--- src/rtl/tmr_pkg.sv ---
package tmr_pkg;
  localparam int unsigned CNT_W = 16;

  typedef enum logic [1:0] {
    SRC_TICK  = 2'b00,
    SRC_EVENT = 2'b01,
    SRC_RSV2  = 2'b10,
    SRC_RSV3  = 2'b11
  } src_sel_e;

  typedef enum logic [1:0] {
    POL_RISE = 2'b00,
    POL_FALL = 2'b01,
    POL_ANY  = 2'b10,
    POL_ANY2 = 2'b11
  } edge_pol_e;

  typedef enum logic [1:0] {
    ADR_CTRL  = 2'b00,
    ADR_MODE  = 2'b01,
    ADR_COUNT = 2'b10,
    ADR_NONE  = 2'b11
  } reg_adr_e;

  typedef struct packed {
    edge_pol_e pol;
    src_sel_e  src;
  } mode_t;
endpackage

--- src/rtl/tmr_edge_sync.sv ---
module tmr_edge_sync
  import tmr_pkg::*;
#(
  parameter int unsigned STAGES = 2
) (
  input  logic      clk,
  input  logic      rst_n,
  input  logic      pin_async,
  input  edge_pol_e pol,
  output logic      edge_hit
);
  logic [STAGES-1:0] chain_q;
  logic              last_q;
  logic              synced;

  always_ff @(posedge clk or negedge rst_n) begin
    if (!rst_n) chain_q[0] <= 1'b0;
    else        chain_q[0] <= pin_async;
  end

  generate
    for (genvar g = 1; g < STAGES; g++) begin : g_chain
      always_ff @(posedge clk or negedge rst_n) begin
        if (!rst_n) chain_q[g] <= 1'b0;
        else        chain_q[g] <= chain_q[g-1];
      end
    end
  endgenerate

  assign synced = chain_q[STAGES-1];

  always_ff @(posedge clk or negedge rst_n) begin
    if (!rst_n) last_q <= 1'b0;
    else        last_q <= synced;
  end

  always_comb begin
    unique case (pol)
      POL_RISE: edge_hit = synced & ~last_q;
      POL_FALL: edge_hit = ~synced & last_q;
      default:  edge_hit = synced ^ last_q;
    endcase
  end
endmodule

--- src/rtl/tmr_count_core.sv ---
module tmr_count_core
  import tmr_pkg::*;
#(
  parameter int unsigned W = CNT_W
) (
  input  logic         clk,
  input  logic         rst_n,
  input  logic         run,
  input  logic         count_pulse,
  input  logic         cnt_wr,
  input  logic [W-1:0] cnt_wdata,
  output logic [W-1:0] cnt_val,
  output logic         reload_now,
  output logic         irq
);
  logic [W-1:0] cnt_q;
  logic [W-1:0] rel_q;
  logic         irq_q;
  logic         step;

  assign step       = run & count_pulse;
  assign reload_now = step & (cnt_q == '0);

  always_ff @(posedge clk or negedge rst_n) begin
    if (!rst_n) rel_q <= '0;
    else if (cnt_wr) rel_q <= cnt_wdata;
  end

  always_ff @(posedge clk or negedge rst_n) begin
    if (!rst_n) begin
      cnt_q <= '0;
    end else if (!run && cnt_wr) begin
      cnt_q <= cnt_wdata;
    end else if (step) begin
      cnt_q <= reload_now ? rel_q : cnt_q - 1'b1;
    end
  end

  always_ff @(posedge clk or negedge rst_n) begin
    if (!rst_n) irq_q <= 1'b0;
    else        irq_q <= reload_now;
  end

  assign cnt_val = cnt_q;
  assign irq     = irq_q;
endmodule

--- src/rtl/tmr_regs.sv ---
module tmr_regs
  import tmr_pkg::*;
#(
  parameter int unsigned W = CNT_W
) (
  input  logic         clk,
  input  logic         rst_n,
  input  logic         bus_wr,
  input  logic         bus_rd,
  input  logic [1:0]   bus_addr,
  input  logic [W-1:0] bus_wdata,
  input  logic [W-1:0] cnt_val,
  input  logic         reload_now,
  output logic         run,
  output mode_t        mode,
  output logic         cnt_wr,
  output logic         rd_valid,
  output logic [W-1:0] rd_data
);
  localparam int unsigned MODE_W = $bits(mode_t);

  logic         run_q;
  mode_t        mode_q;
  logic         rvalid_q;
  logic [W-1:0] rdata_q;
  logic [W-1:0] rd_next;
  reg_adr_e     adr;

  assign adr    = reg_adr_e'(bus_addr);
  assign cnt_wr = bus_wr && (adr == ADR_COUNT);

  always_ff @(posedge clk or negedge rst_n) begin
    if (!rst_n) run_q <= 1'b0;
    else if (bus_wr && adr == ADR_CTRL) run_q <= bus_wdata[0];
  end

  always_ff @(posedge clk or negedge rst_n) begin
    if (!rst_n) mode_q <= '0;
    else if (bus_wr && adr == ADR_MODE && !run_q) mode_q <= mode_t'(bus_wdata[MODE_W-1:0]);
  end

  always_comb begin
    rd_next = '0;
    unique case (adr)
      ADR_CTRL:  rd_next[0] = run_q;
      ADR_MODE:  rd_next[MODE_W-1:0] = mode_q;
      ADR_COUNT: rd_next = reload_now ? '1 : cnt_val;
      default:   rd_next = '0;
    endcase
  end

  always_ff @(posedge clk or negedge rst_n) begin
    if (!rst_n) begin
      rvalid_q <= 1'b0;
      rdata_q  <= '0;
    end else begin
      rvalid_q <= bus_rd;
      if (bus_rd) rdata_q <= rd_next;
    end
  end

  assign run      = run_q;
  assign mode     = mode_q;
  assign rd_valid = rvalid_q;
  assign rd_data  = rdata_q;
endmodule

--- src/rtl/evt_down_timer.sv ---
module evt_down_timer
  import tmr_pkg::*;
#(
  parameter int unsigned W         = CNT_W,
  parameter int unsigned SYNC_DEPTH = 2
) (
  input  logic         clk,
  input  logic         rst_n,
  input  logic         tick_in,
  input  logic         ext_in,
  input  logic         bus_wr,
  input  logic         bus_rd,
  input  logic [1:0]   bus_addr,
  input  logic [W-1:0] bus_wdata,
  output logic         rd_valid,
  output logic [W-1:0] rd_data,
  output logic         irq
);
  logic         run;
  mode_t        mode;
  logic         cnt_wr;
  logic [W-1:0] cnt_val;
  logic         reload_now;
  logic         edge_hit;
  logic         count_pulse;

  tmr_regs #(.W(W)) u_regs (
    .clk        (clk),
    .rst_n      (rst_n),
    .bus_wr     (bus_wr),
    .bus_rd     (bus_rd),
    .bus_addr   (bus_addr),
    .bus_wdata  (bus_wdata),
    .cnt_val    (cnt_val),
    .reload_now (reload_now),
    .run        (run),
    .mode       (mode),
    .cnt_wr     (cnt_wr),
    .rd_valid   (rd_valid),
    .rd_data    (rd_data)
  );

  tmr_edge_sync #(.STAGES(SYNC_DEPTH)) u_sync (
    .clk       (clk),
    .rst_n     (rst_n),
    .pin_async (ext_in),
    .pol       (mode.pol),
    .edge_hit  (edge_hit)
  );

  always_comb begin
    unique case (mode.src)
      SRC_TICK:  count_pulse = tick_in;
      SRC_EVENT: count_pulse = edge_hit;
      default:   count_pulse = 1'b0;
    endcase
  end

  tmr_count_core #(.W(W)) u_core (
    .clk         (clk),
    .rst_n       (rst_n),
    .run         (run),
    .count_pulse (count_pulse),
    .cnt_wr      (cnt_wr),
    .cnt_wdata   (bus_wdata),
    .cnt_val     (cnt_val),
    .reload_now  (reload_now),
    .irq         (irq)
  );
endmodule

--- config.mk ---
export PLATFORM = sky130hd
export DESIGN_NAME = evt_down_timer
export DESIGN_NICKNAME = d
export VERILOG_FILES = /design/src/rtl/tmr_pkg.sv /design/src/rtl/tmr_edge_sync.sv /design/src/rtl/tmr_count_core.sv /design/src/rtl/tmr_regs.sv /design/src/rtl/evt_down_timer.sv
export SDC_FILE = /design/constraint.sdc
export NUM_CORES = 1
export LEC_CHECK = 0
export BUFFER_PORTS_ARGS = -buffer_cell sky130_fd_sc_hd__buf_2
export CORE_MARGIN = 5
export CORE_UTILIZATION = 64
export CTS_BUF_LIST = sky130_fd_sc_hd__clkbuf_8
export DETAILED_ROUTE_END_ITERATION = 10
export PLACE_DENSITY = 0.88
export SETUP_SLACK_MARGIN = 0.02
export SLEW_MARGIN = 20
export SYNTH_ARGS = -nofsm -noshare
export SYNTH_HDL_FRONTEND = slang
export SYNTH_SLANG_ARGS = --single-unit
--- constraint.sdc ---
create_clock -name clk -period 6.3 [get_ports clk]
set_clock_uncertainty 0.1 [all_clocks]
set_input_delay 1.89 -clock clk [delete_from_list [all_inputs] [get_ports clk]]
set_output_delay 1.89 -clock clk [all_outputs]
set_load 0.02 [all_outputs]
==> results.toml <==
[clock_network]
clock_tree.htree_level_count = 3
cts_hold_buf = 0
clock_insertion_delay_worst_skew_ns = 0.34
clock_tree.buffer_depth = 2
tritoncts_clock_tree = "yes"
clkTransAtPathRegs_ns = 0.07
cts_resized = 0
cts_inserted_buffers = 9
post_cts.repair.setup_buffers = 0
cts.root.buffer_cell = "sky130_fd_sc_hd__clkbuf_8"
clkSinkCount = 58

[finish]
multi_input_comb_area_mm2 = 0.00141
antennaDiodeCount = 0
final.fill_count = 342
final_net_count = 358
post_route_cells_drive_above_1_share = 0.279
area.sequential_mm2 = 0.00145
area_delta_synth_final_pct = 13.0

[pwr]
pwr-share-comb = 0.274
power.ir.vdd_worst_mv = 0.272
clkPwrFrac = 0.268
internal_power_mw = 0.796
netSwitchingFraction = 0.349
power_density_mw_per_mm2 = 358
power_frac_seq = 0.458
power_switching_mw = 0.427
static-leakage-power_nw = 1.52

[synthesis]
synth-seq-area-share = 0.480
synth_ff_type = "sky130_fd_sc_hd__dfrtp_1"
yosys.area.top_type_share = 0.480
synth.net_count = 319
synth.cell_area_mm2 = 0.00303
yosysWarningCount = 0
netlist_top_cells_area = "sky130_fd_sc_hd__dfrtp_1 (48%), sky130_fd_sc_hd__mux2_2 (8.2%), sky130_fd_sc_hd__o22ai_2 (3.7%), sky130_fd_sc_hd__ha_1 (3.3%), sky130_fd_sc_hd__inv_1 (3.0%)"
postSynthCellCount = 287
synth_cell_type_count = 48
synth-async-reset-ratio = 1.00
number_of_enable_flip_flop_cells_after_synthesis = 0
synth_area_per_cell_um2 = 10.5
synth-seq-cells = 58
synth_largest_area_cell = "sky130_fd_sc_hd__dfrtp_1"

[flow_run]
maxCapViolations = 0

[critical_path]
critical_path_s_largest_stage_delay_ns = 0.98
worst_setup_path_start_kind = "primary input"
worst_setup_path_end_kind = "flip-flop"
cp_data_arrival_time_ns = 4.23
crit_path_top_delay_cell = "sky130_fd_sc_hd__nor2_1"
timing.critical_path.cells = "buf_2, inv_1, ha_1, nand2_1, nor2_1, o31ai_1, a311o_1"
path_class = "in2reg"
crit_fanout = 18
worst_ep_required_time_ns = 6.43

[sta]
fmaxAchievable_mhz = 244
final_total_negative_setup_slack_ns = 0
final_number_of_hold_violating_endpoints = 0
timing.slew.headroom = 0.281
min_period_over_period = 0.652
final_critical_path_time_including_i_o_delays_and_setup_ns = 4.10
finalSetupViolCount = 0
post-route-worst-setup-slack_ns = 2.20
rsz_0062_raised_after_global_routing = "false"
max_slew.worst_pin.slew_ns = 1.07
final_max_slew_viol_count = 0

[routing]
initialDrtViolationCount = 232
antenna_left = 0
drt_wl_total_mm = 6.71
first_pass_iters = 5
routed-via-count = 2392
detail_route.wl_per_cell_um = 17.5
remaining_drc_errors = 0
via_per_inst = 6.23

[global_route]
grt_start_max_net_pins = 59
groute.usage.overall = 0.235
grt_antenna_before_repair = 0
first_global_vias = 2455
grt_pass1_wl_mm = 11.2
grt_overflow = 0

[placement]
dp_worst_setup_slack_ns = 1.83
gp_congestion = 0.882
port_buffers = 41
detailedPlacementHpwl_mm = 4.68

[die]
dieHeight_um = 78.8
die_footprint_mm2 = 0.00620
num_io_pins = 42
initial_core_utilization = 0.649
fp_rows = 25
die_width_um = 78.8
core_area_mm2 = 0.00466

[hold_path]
timing.hold.worst.class = "reg2reg"

[run_status]
outcome = "complete, no violations"
## worst paths after layout
path / cells after the start / startpoint / slack [ns] / end
max: 7 / bus_addr[0] / 2.20 / u_core.cnt_val[1]
min: 0 / u_sync.chain_q[0] / 0.26 / u_sync.synced
max reg2reg: 5 / u_core.cnt_val[3] / 3.16 / u_core.cnt_val[1]
min reg2reg: 0 / u_sync.chain_q[0] / 0.26 / u_sync.synced
max in group asynchronous: 2 / rst_n / 4.04 / u_core.cnt_val[15]
min in group asynchronous: 2 / rst_n / 1.58 / u_regs.rd_data[2]
## final cells by class
class | count | share of cell area
clock inverter | 5 | 0.0139
inverter | 24 | 0.0264
sequential | 58 | 0.425
tap | 54 | 0.0198
timing repair buffer | 42 | 0.0622
clock buffer | 10 | 0.0403
multi-input combinational | 191 | 0.413
## critical path: cells and delay by family
kind | cells | cell delay, ns
buffers and inverters | 2 | 0.20
AO/OA/AOI/OAI | 2 | 0.47
AND/OR/NAND/NOR | 2 | 1.45
adder cells (fa/ha/maj) | 1 | 0.22
## per-stage QoR
stage	hold WS [ns]	instances	instance area [um2]	power [mW]	utilization
final	0.263	384	3420	1.22	0.733
after global routing	0.269	384	3420	1.28	0.733
after CTS	0.264	384	3420	1.22	0.733
after detailed placement	0.253	369	3230	0.889	0.694
after global placement	0.234	369	3230	0.870	0.694
after floorplan	0.231	287	3030	0.787	-
## logic make-up after synthesis
group	synth area share
simple gates	0.141
fa+ha+maj	0.0331
flops	0.480
buf+inv	0.0538
xor+xnor	0.0232
compound gates	0.174
mux	0.0951
## registers in the layout, indices dropped and copies added (netlist names), 4 cells and up
name and flops:
u_regs.mode 4, u_core.cnt_val 16, u_core.rel_q 16, u_regs.rd_data 16
## per-layer routing
| metal | GRT usage | share of wire | vias to the layer above |
|---|---|---|---|
| li1 | - | - | 1121 |
| met1 | 0.296 | 0.43 | 1161 |
| met5 | 0 | 0 | - |
| met4 | 0.126 | 0.029 | 0 |
| met3 | 0.0692 | 0.061 | 19 |
| met2 | 0.365 | 0.48 | 91 |
## power by group through the flow
stage               sequential [mW]  clock (mW)  combinational, mW
floorplan                     0.544           0              0.243
global placement              0.555           0              0.315
detailed placement            0.561           0              0.328
CTS                           0.555       0.330              0.332
global route                  0.570       0.345              0.369
finish                        0.560       0.328              0.334
## Yosys cell counts (all sizes together), types with 2 or more instances
cell	n
a211oi	3
or3	3
nand2	20
or2	2
nor2	22
xor2	2
inv	24
o21ai	9
a21oi	9
a211o	3
mux2	22
nand3	6
o221ai	3
o41ai	2
o22a	2
a2bb2oi	3
dfrtp	58
ha	8
buf	4
clkbuf	10
nor3	13
a311oi	2
nor3b	3
xnor2	6
nor4	3
nand3b	2
o22ai	15
a22oi	5
nand2b	2
mux2i	4
o211ai	6
or4	3
## layout by cell type (no fill, tap or decap), drive strengths merged, types with 6 or more instances in the layout
cell    netlist  routed
dfrtp        58      58
buf           4      42
inv          24      26
mux2         22      22
nor2         22      22
nand2        20      20
o22ai        15      15
nor3         13      13
clkbuf       10      10
a21oi         9       9
o21ai         9       9
ha            8       8
nand3         6       6
o211ai        6       6
xnor2         6       6
Note: power is estimated with default switching activity, not from simulation.
